==> src/rtl/acOutRxPkg.sv <==
package acOutRxPkg;
  // Strobes from the bit-position control to the slot datapath.
  typedef struct packed {
    logic shiftEn;   // capture the current serial bit
    logic wordDone;  // the current bit closes a slot
    logic tagDone;   // the slot being closed is the tag slot
  } rxStrobeT;
endpackage

==> src/rtl/acOutRxCtrl.sv <==
module acOutRxCtrl
  import acOutRxPkg::*;
#(
  parameter int TAG_BITS  = 16,
  parameter int SLOT_BITS = 20,
  parameter int NUM_SLOTS = 12,
  localparam int IDX_W = $clog2(NUM_SLOTS + 1),
  localparam int CNT_W = $clog2(SLOT_BITS)
) (
  input  logic             bitClk,
  input  logic             rstN,
  input  logic             syncIn,
  output rxStrobeT         strobe,
  output logic [IDX_W-1:0] slotNum
);

  logic             syncPrev;
  logic             active;
  logic [IDX_W-1:0] slotCnt;
  logic [CNT_W-1:0] bitCnt;
  logic             syncRise;
  logic             lastBit;
  logic             frameEnd;
  logic             take;

  assign syncRise = syncIn && !syncPrev;
  assign lastBit  = (slotCnt == '0) ? (bitCnt == CNT_W'(TAG_BITS - 1))
                                    : (bitCnt == CNT_W'(SLOT_BITS - 1));
  assign frameEnd = active && lastBit && (slotCnt == IDX_W'(NUM_SLOTS));
  // A marker rise cuts the frame short unless it lands on the final bit.
  assign take     = active && !(syncRise && !frameEnd);

  always_comb begin
    strobe.shiftEn  = take;
    strobe.wordDone = take && lastBit;
    strobe.tagDone  = take && lastBit && (slotCnt == '0);
  end
  assign slotNum = slotCnt;

  always_ff @(negedge bitClk or negedge rstN) begin
    if (!rstN) begin
      syncPrev <= 1'b1;
      active   <= 1'b0;
      slotCnt  <= '0;
      bitCnt   <= '0;
    end else begin
      syncPrev <= syncIn;
      if (syncRise) begin
        active  <= 1'b1;
        slotCnt <= '0;
        bitCnt  <= '0;
      end else if (take) begin
        if (lastBit) begin
          bitCnt <= '0;
          if (frameEnd) active <= 1'b0;
          else          slotCnt <= slotCnt + 1'b1;
        end else begin
          bitCnt <= bitCnt + 1'b1;
        end
      end
    end
  end

  // a marker rise arms the counters at bit 0 of slot 0
  a_r1_rise_arms: assert property (@(negedge bitClk) disable iff (!rstN)
    syncRise |=> (active && slotCnt == '0 && bitCnt == '0));

  // a frame that ends with no new marker leaves the receiver idle
  a_r8_idle_after_end: assert property (@(negedge bitClk) disable iff (!rstN)
    (frameEnd && !syncRise) |=> !active);

  // bit and slot counters stay inside the frame layout
  a_r3_count_bounds: assert property (@(negedge bitClk) disable iff (!rstN)
    (bitCnt < CNT_W'(SLOT_BITS)) && (slotCnt <= IDX_W'(NUM_SLOTS)));

endmodule

==> src/rtl/acOutRxData.sv <==
module acOutRxData
  import acOutRxPkg::*;
#(
  parameter int TAG_BITS  = 16,
  parameter int SLOT_BITS = 20,
  parameter int NUM_SLOTS = 12,
  localparam int IDX_W = $clog2(NUM_SLOTS + 1)
) (
  input  logic                 bitClk,
  input  logic                 rstN,
  input  logic                 serialIn,
  input  rxStrobeT             strobe,
  input  logic [IDX_W-1:0]     slotNum,
  output logic                 slotStrobe,
  output logic [IDX_W-1:0]     slotIdx,
  output logic [SLOT_BITS-1:0] slotData,
  output logic                 frameValid,
  output logic [NUM_SLOTS-1:0] slotValid
);

  logic [SLOT_BITS-2:0] shiftReg;
  logic [SLOT_BITS-1:0] fullWord;
  logic [SLOT_BITS-1:0] tagWord;

  assign fullWord = {shiftReg, serialIn};
  assign tagWord  = {{(SLOT_BITS - TAG_BITS){1'b0}}, fullWord[TAG_BITS-1:0]};

  always_ff @(negedge bitClk or negedge rstN) begin
    if (!rstN) begin
      shiftReg   <= '0;
      slotStrobe <= 1'b0;
      slotIdx    <= '0;
      slotData   <= '0;
      frameValid <= 1'b0;
    end else begin
      slotStrobe <= strobe.wordDone;
      if (strobe.shiftEn) shiftReg <= fullWord[SLOT_BITS-2:0];
      if (strobe.wordDone) begin
        slotIdx  <= slotNum;
        slotData <= (slotNum == '0) ? tagWord : fullWord;
      end
      if (strobe.tagDone) frameValid <= fullWord[TAG_BITS-1];
    end
  end

  for (genvar g = 0; g < NUM_SLOTS; g++) begin : gValid
    always_ff @(negedge bitClk or negedge rstN) begin
      if (!rstN)               slotValid[g] <= 1'b0;
      else if (strobe.tagDone) slotValid[g] <= fullWord[TAG_BITS-2-g];
    end
  end

  // a slot strobe never lasts two cycles
  a_r4_strobe_pulse: assert property (@(negedge bitClk) disable iff (!rstN)
    slotStrobe |=> !slotStrobe);

  // the tag word is zero-extended
  a_r2_tag_zero_ext: assert property (@(negedge bitClk) disable iff (!rstN)
    (slotStrobe && slotIdx == '0) |-> (slotData[SLOT_BITS-1:TAG_BITS] == '0));

  // slot numbers stay within the frame
  a_r3_idx_range: assert property (@(negedge bitClk) disable iff (!rstN)
    slotStrobe |-> (slotIdx <= IDX_W'(NUM_SLOTS)));

  // valid flags move only when a tag completes
  a_r5_valid_hold: assert property (@(negedge bitClk) disable iff (!rstN)
    !strobe.tagDone |=> ($stable(frameValid) && $stable(slotValid)));

endmodule

==> src/rtl/acOutFrameRx.sv <==
module acOutFrameRx
  import acOutRxPkg::*;
#(
  parameter int TAG_BITS  = 16,
  parameter int SLOT_BITS = 20,
  parameter int NUM_SLOTS = 12,
  localparam int IDX_W = $clog2(NUM_SLOTS + 1)
) (
  input  logic                 bitClk,
  input  logic                 rstN,
  input  logic                 syncIn,
  input  logic                 serialIn,
  output logic                 slotStrobe,
  output logic [IDX_W-1:0]     slotIdx,
  output logic [SLOT_BITS-1:0] slotData,
  output logic                 frameValid,
  output logic [NUM_SLOTS-1:0] slotValid
);

  rxStrobeT         ctlStrobe;
  logic [IDX_W-1:0] ctlSlot;

  acOutRxCtrl #(
    .TAG_BITS(TAG_BITS), .SLOT_BITS(SLOT_BITS), .NUM_SLOTS(NUM_SLOTS)
  ) uCtrl (
    .bitClk (bitClk),
    .rstN   (rstN),
    .syncIn (syncIn),
    .strobe (ctlStrobe),
    .slotNum(ctlSlot)
  );

  acOutRxData #(
    .TAG_BITS(TAG_BITS), .SLOT_BITS(SLOT_BITS), .NUM_SLOTS(NUM_SLOTS)
  ) uData (
    .bitClk    (bitClk),
    .rstN      (rstN),
    .serialIn  (serialIn),
    .strobe    (ctlStrobe),
    .slotNum   (ctlSlot),
    .slotStrobe(slotStrobe),
    .slotIdx   (slotIdx),
    .slotData  (slotData),
    .frameValid(frameValid),
    .slotValid (slotValid)
  );

endmodule

==> config.mk <==
export PLATFORM = sky130hd
export DESIGN_NAME = acOutFrameRx
export DESIGN_NICKNAME = d
export VERILOG_FILES = /design/src/rtl/acOutRxPkg.sv /design/src/rtl/acOutRxCtrl.sv /design/src/rtl/acOutRxData.sv /design/src/rtl/acOutFrameRx.sv
export SDC_FILE = /design/constraint.sdc
export NUM_CORES = 1
export LEC_CHECK = 0
export ABC_CLOCK_PERIOD_IN_PS = 2900
export BUFFER_PORTS_ARGS = -buffer_cell sky130_fd_sc_hd__buf_2
export CAP_MARGIN = 0
export CORE_MARGIN = 2
export CORE_UTILIZATION = 40
export CTS_CLUSTER_DIAMETER = 50
export DETAILED_ROUTE_END_ITERATION = 7
export SLEW_MARGIN = 30
export SYNTH_ARGS = -nofsm -noshare
export SYNTH_HDL_FRONTEND = slang
export SYNTH_SLANG_ARGS = --single-unit
==> constraint.sdc <==
create_clock -name bitClk -period 2.9 [get_ports bitClk]
set_input_delay 0.29 -clock bitClk [delete_from_list [all_inputs] [get_ports bitClk]]
set_output_delay 0.29 -clock bitClk [all_outputs]
set_load 0.02 [all_outputs]
==> run summary <==
Critical path origin: syncIn
fin area: 3430 sq um
WL final: 5050 um
vias per inst: 4.84
slew margin rel.: 0.622
final core occ: 0.502
clk_lat worst skew: 370 ps
reg2reg path depth: 7
Area Overhead vs Synth: 21.0%
Area contributors post-synth: dfrtn_1, mux2_2, mux2_4
die span in y: 88.2 um
Setup WS pre-CTS: -109 ps
1st-pass router iterations: 4
DRT antenna net count: 0
Pwr per Cell Area: 804 nW/um^2
Global Route Usage Sum: 0.147
Yosys reg bits: 68
top cells by count, synth: dfrtn_1, mux2_2, mux2_4, o21ai_0, nand2_1
Power Total: 2.76 mW
Pleak: 1.74 nW
Non-Filler Instances: 351
largest net degree at the start of global routing: 39
placed insts: 335
GPL Wtd Cong: 0.762
DP HPWL: 3340 um
GRT Residual Overflow: 0
MaxCap Viol Count: 0
Netlist cell types: 36
syn_area_per_cell: 14.5 sq um
Top FF cell, synth: dfrtn_1
register area share after synthesis: 0.601
Initial Util: 0.415
Hold Fails Final Rpt: 0
# IOs: 42
clock root buffer: clkbuf_8
I/O Buffers: 41
nets@finish: 257
Crit. End Element: flop
Fillers: 627
die footprint: 7770 sq um
fraction of registers with async set/reset: 1.00
RR Endpoint: uData.slotData[7]$_DFFE_NN0P_
synth warn: 0
Max VDD drop: 0.000544 V
cell taking the most area after synthesis: dfrtn_1
Final Max Tran Viols: 0
Clock Sinks: 68
post-synthesis cell area: 2830 sq um
number of global-route vias before repair: 1666
WS Path Type: in -> reg
number of core rows: 30
Starting DRT DRC Count: 98
CTS tree: built
crit path DAT: 1410 ps
EDFF count, synth: 0
Worst setup endpoint: uData.slotData[7]$_DFFE_NN0P_
CTS Buf Count: 9
Setup Fix Bufs, Post-CTS: 0
Reg2Reg Setup Slack: 790 ps
CTS Buffer Depth: 2
H-tree depth: 3
top cell type's share of synthesized area: 0.592
Hold-fix buffers, CTS: 0
Reg clk slew, reported paths: 50 ps
post-DR wirelength/cell: 14.4 um
Hold Path Class: reg -> reg
Fin Hold WS: 435 ps
layout cells sized above 1: 0.475
clk_skew: 48.5 ps
die width: 88.2 um
antenna fix cells: 0
cell count after synthesis: 196
Synth Net Count: 203
most frequent cell after synthesis: dfrtn_1
core box area: 6830 sq um
Residual DRC: 0
WP data required: 1620 ps
status: finished clean
CTS resizes: 0
measured slew at the worst slew-check pin: 565 ps
sum of negative setup slack: 0 ps
RSZ-0062 raised after global routing: false
PnR worst setup slack: 211 ps
CP startpoint kind: input pin
first-pass GRT wire length: 8610 um
Final Setup Violations: 0
critical path peak fanout: 15
vias post-DR: 1699
r2r startpoint: uCtrl.slotNum[0]$_DFFE_NN0P_
initial antenna violation count: 0
DP Area: 3250 sq um
-- state kept, by name, summed over array words and instances, names as in the netlist --
signal and flops:
uData.slotData 20, uData.shiftReg 19, uData.slotValid 12, uCtrl.bitCnt 5, uCtrl.slotNum 4, uData.slotIdx 4
uCtrl.active 1, uCtrl.syncPrev 1, uData.frameValid 1, uData.slotStrobe 1
-- worst min path at each step --
stage                              startpoint                              to  slack, ps  depth (start not counted)
3_3_place_gp   uData.shiftReg[18]$_DFFE_NN0N_  uData.slotData[19]$_DFFE_NN0P_        440                          1
6_report       uData.shiftReg[18]$_DFFE_NN0N_  uData.slotData[19]$_DFFE_NN0P_        430                          1
4_1_cts        uData.shiftReg[18]$_DFFE_NN0N_  uData.slotData[19]$_DFFE_NN0P_        440                          1
2_1_floorplan  uData.shiftReg[18]$_DFFE_NN0N_  uData.slotData[19]$_DFFE_NN0P_        420                          1
5_1_grt        uData.shiftReg[18]$_DFFE_NN0N_  uData.slotData[19]$_DFFE_NN0P_        460                          1
3_5_place_dp   uData.shiftReg[18]$_DFFE_NN0N_  uData.slotData[19]$_DFFE_NN0P_        440                          1
-- critical path, cell delays in order --
cell      delay (ps)
buf_2            100
nand2b_1          90
o21ai_1          180
or2_1            240
buf_12           190
mux2_4           300
-- layout by cell type (no fill, tap or decap), types with 2 or more instances in the layout --
cell,count
nand3b_1,3
nor3b_1,2
and2_1,2
buf_2,41
nand2_1,6
nand2b_1,2
clkbuf_1,2
buf_4,6
buf_12,5
dfrtn_1,67
inv_1,4
nand3_1,3
a22o_1,4
ha_1,3
o311ai_0,2
mux2_4,13
o211ai_1,2
mux2_2,37
nor2_1,2
and3_1,2
clkbuf_8,11
o21ai_0,11
nor2b_1,2
o31ai_1,2
a21oi_1,4
-- routing by layer --
layer	vias up	global-route usage	routed length, um
met5	-	0	0
met4	0	0.0496	72
met3	7	0.0594	270
met2	33	0.203	2200
met1	842	0.211	2510
li1	817	-	-
-- power by group --
part,switching [mW],internal (mW)
clock network,0.359,0.360
registers,0.171,1.21
logic,0.330,0.326
total,0.860,1.90
-- cells by family after synthesis --
family,share of synthesized area
adder cells (fa/ha/maj),0.0133
flip-flops,0.601
AND/OR/NAND/NOR,0.0689
buffers and inverters,0.0274
multiplexers,0.220
AO/OA/AOI/OAI,0.0698
-- cell type report --
cell class              count  area, sq um  area share
clock buffers              13          159      0.0464
clock inverters             4         25.0     0.00730
inverters                   3         11.3     0.00328
multi-input cells         115         1060       0.309
flip-flops and latches     68         1700       0.497
well taps                  96          120      0.0350
repair buffers             52          350       0.102
Power figures use the tool's default switching activity.
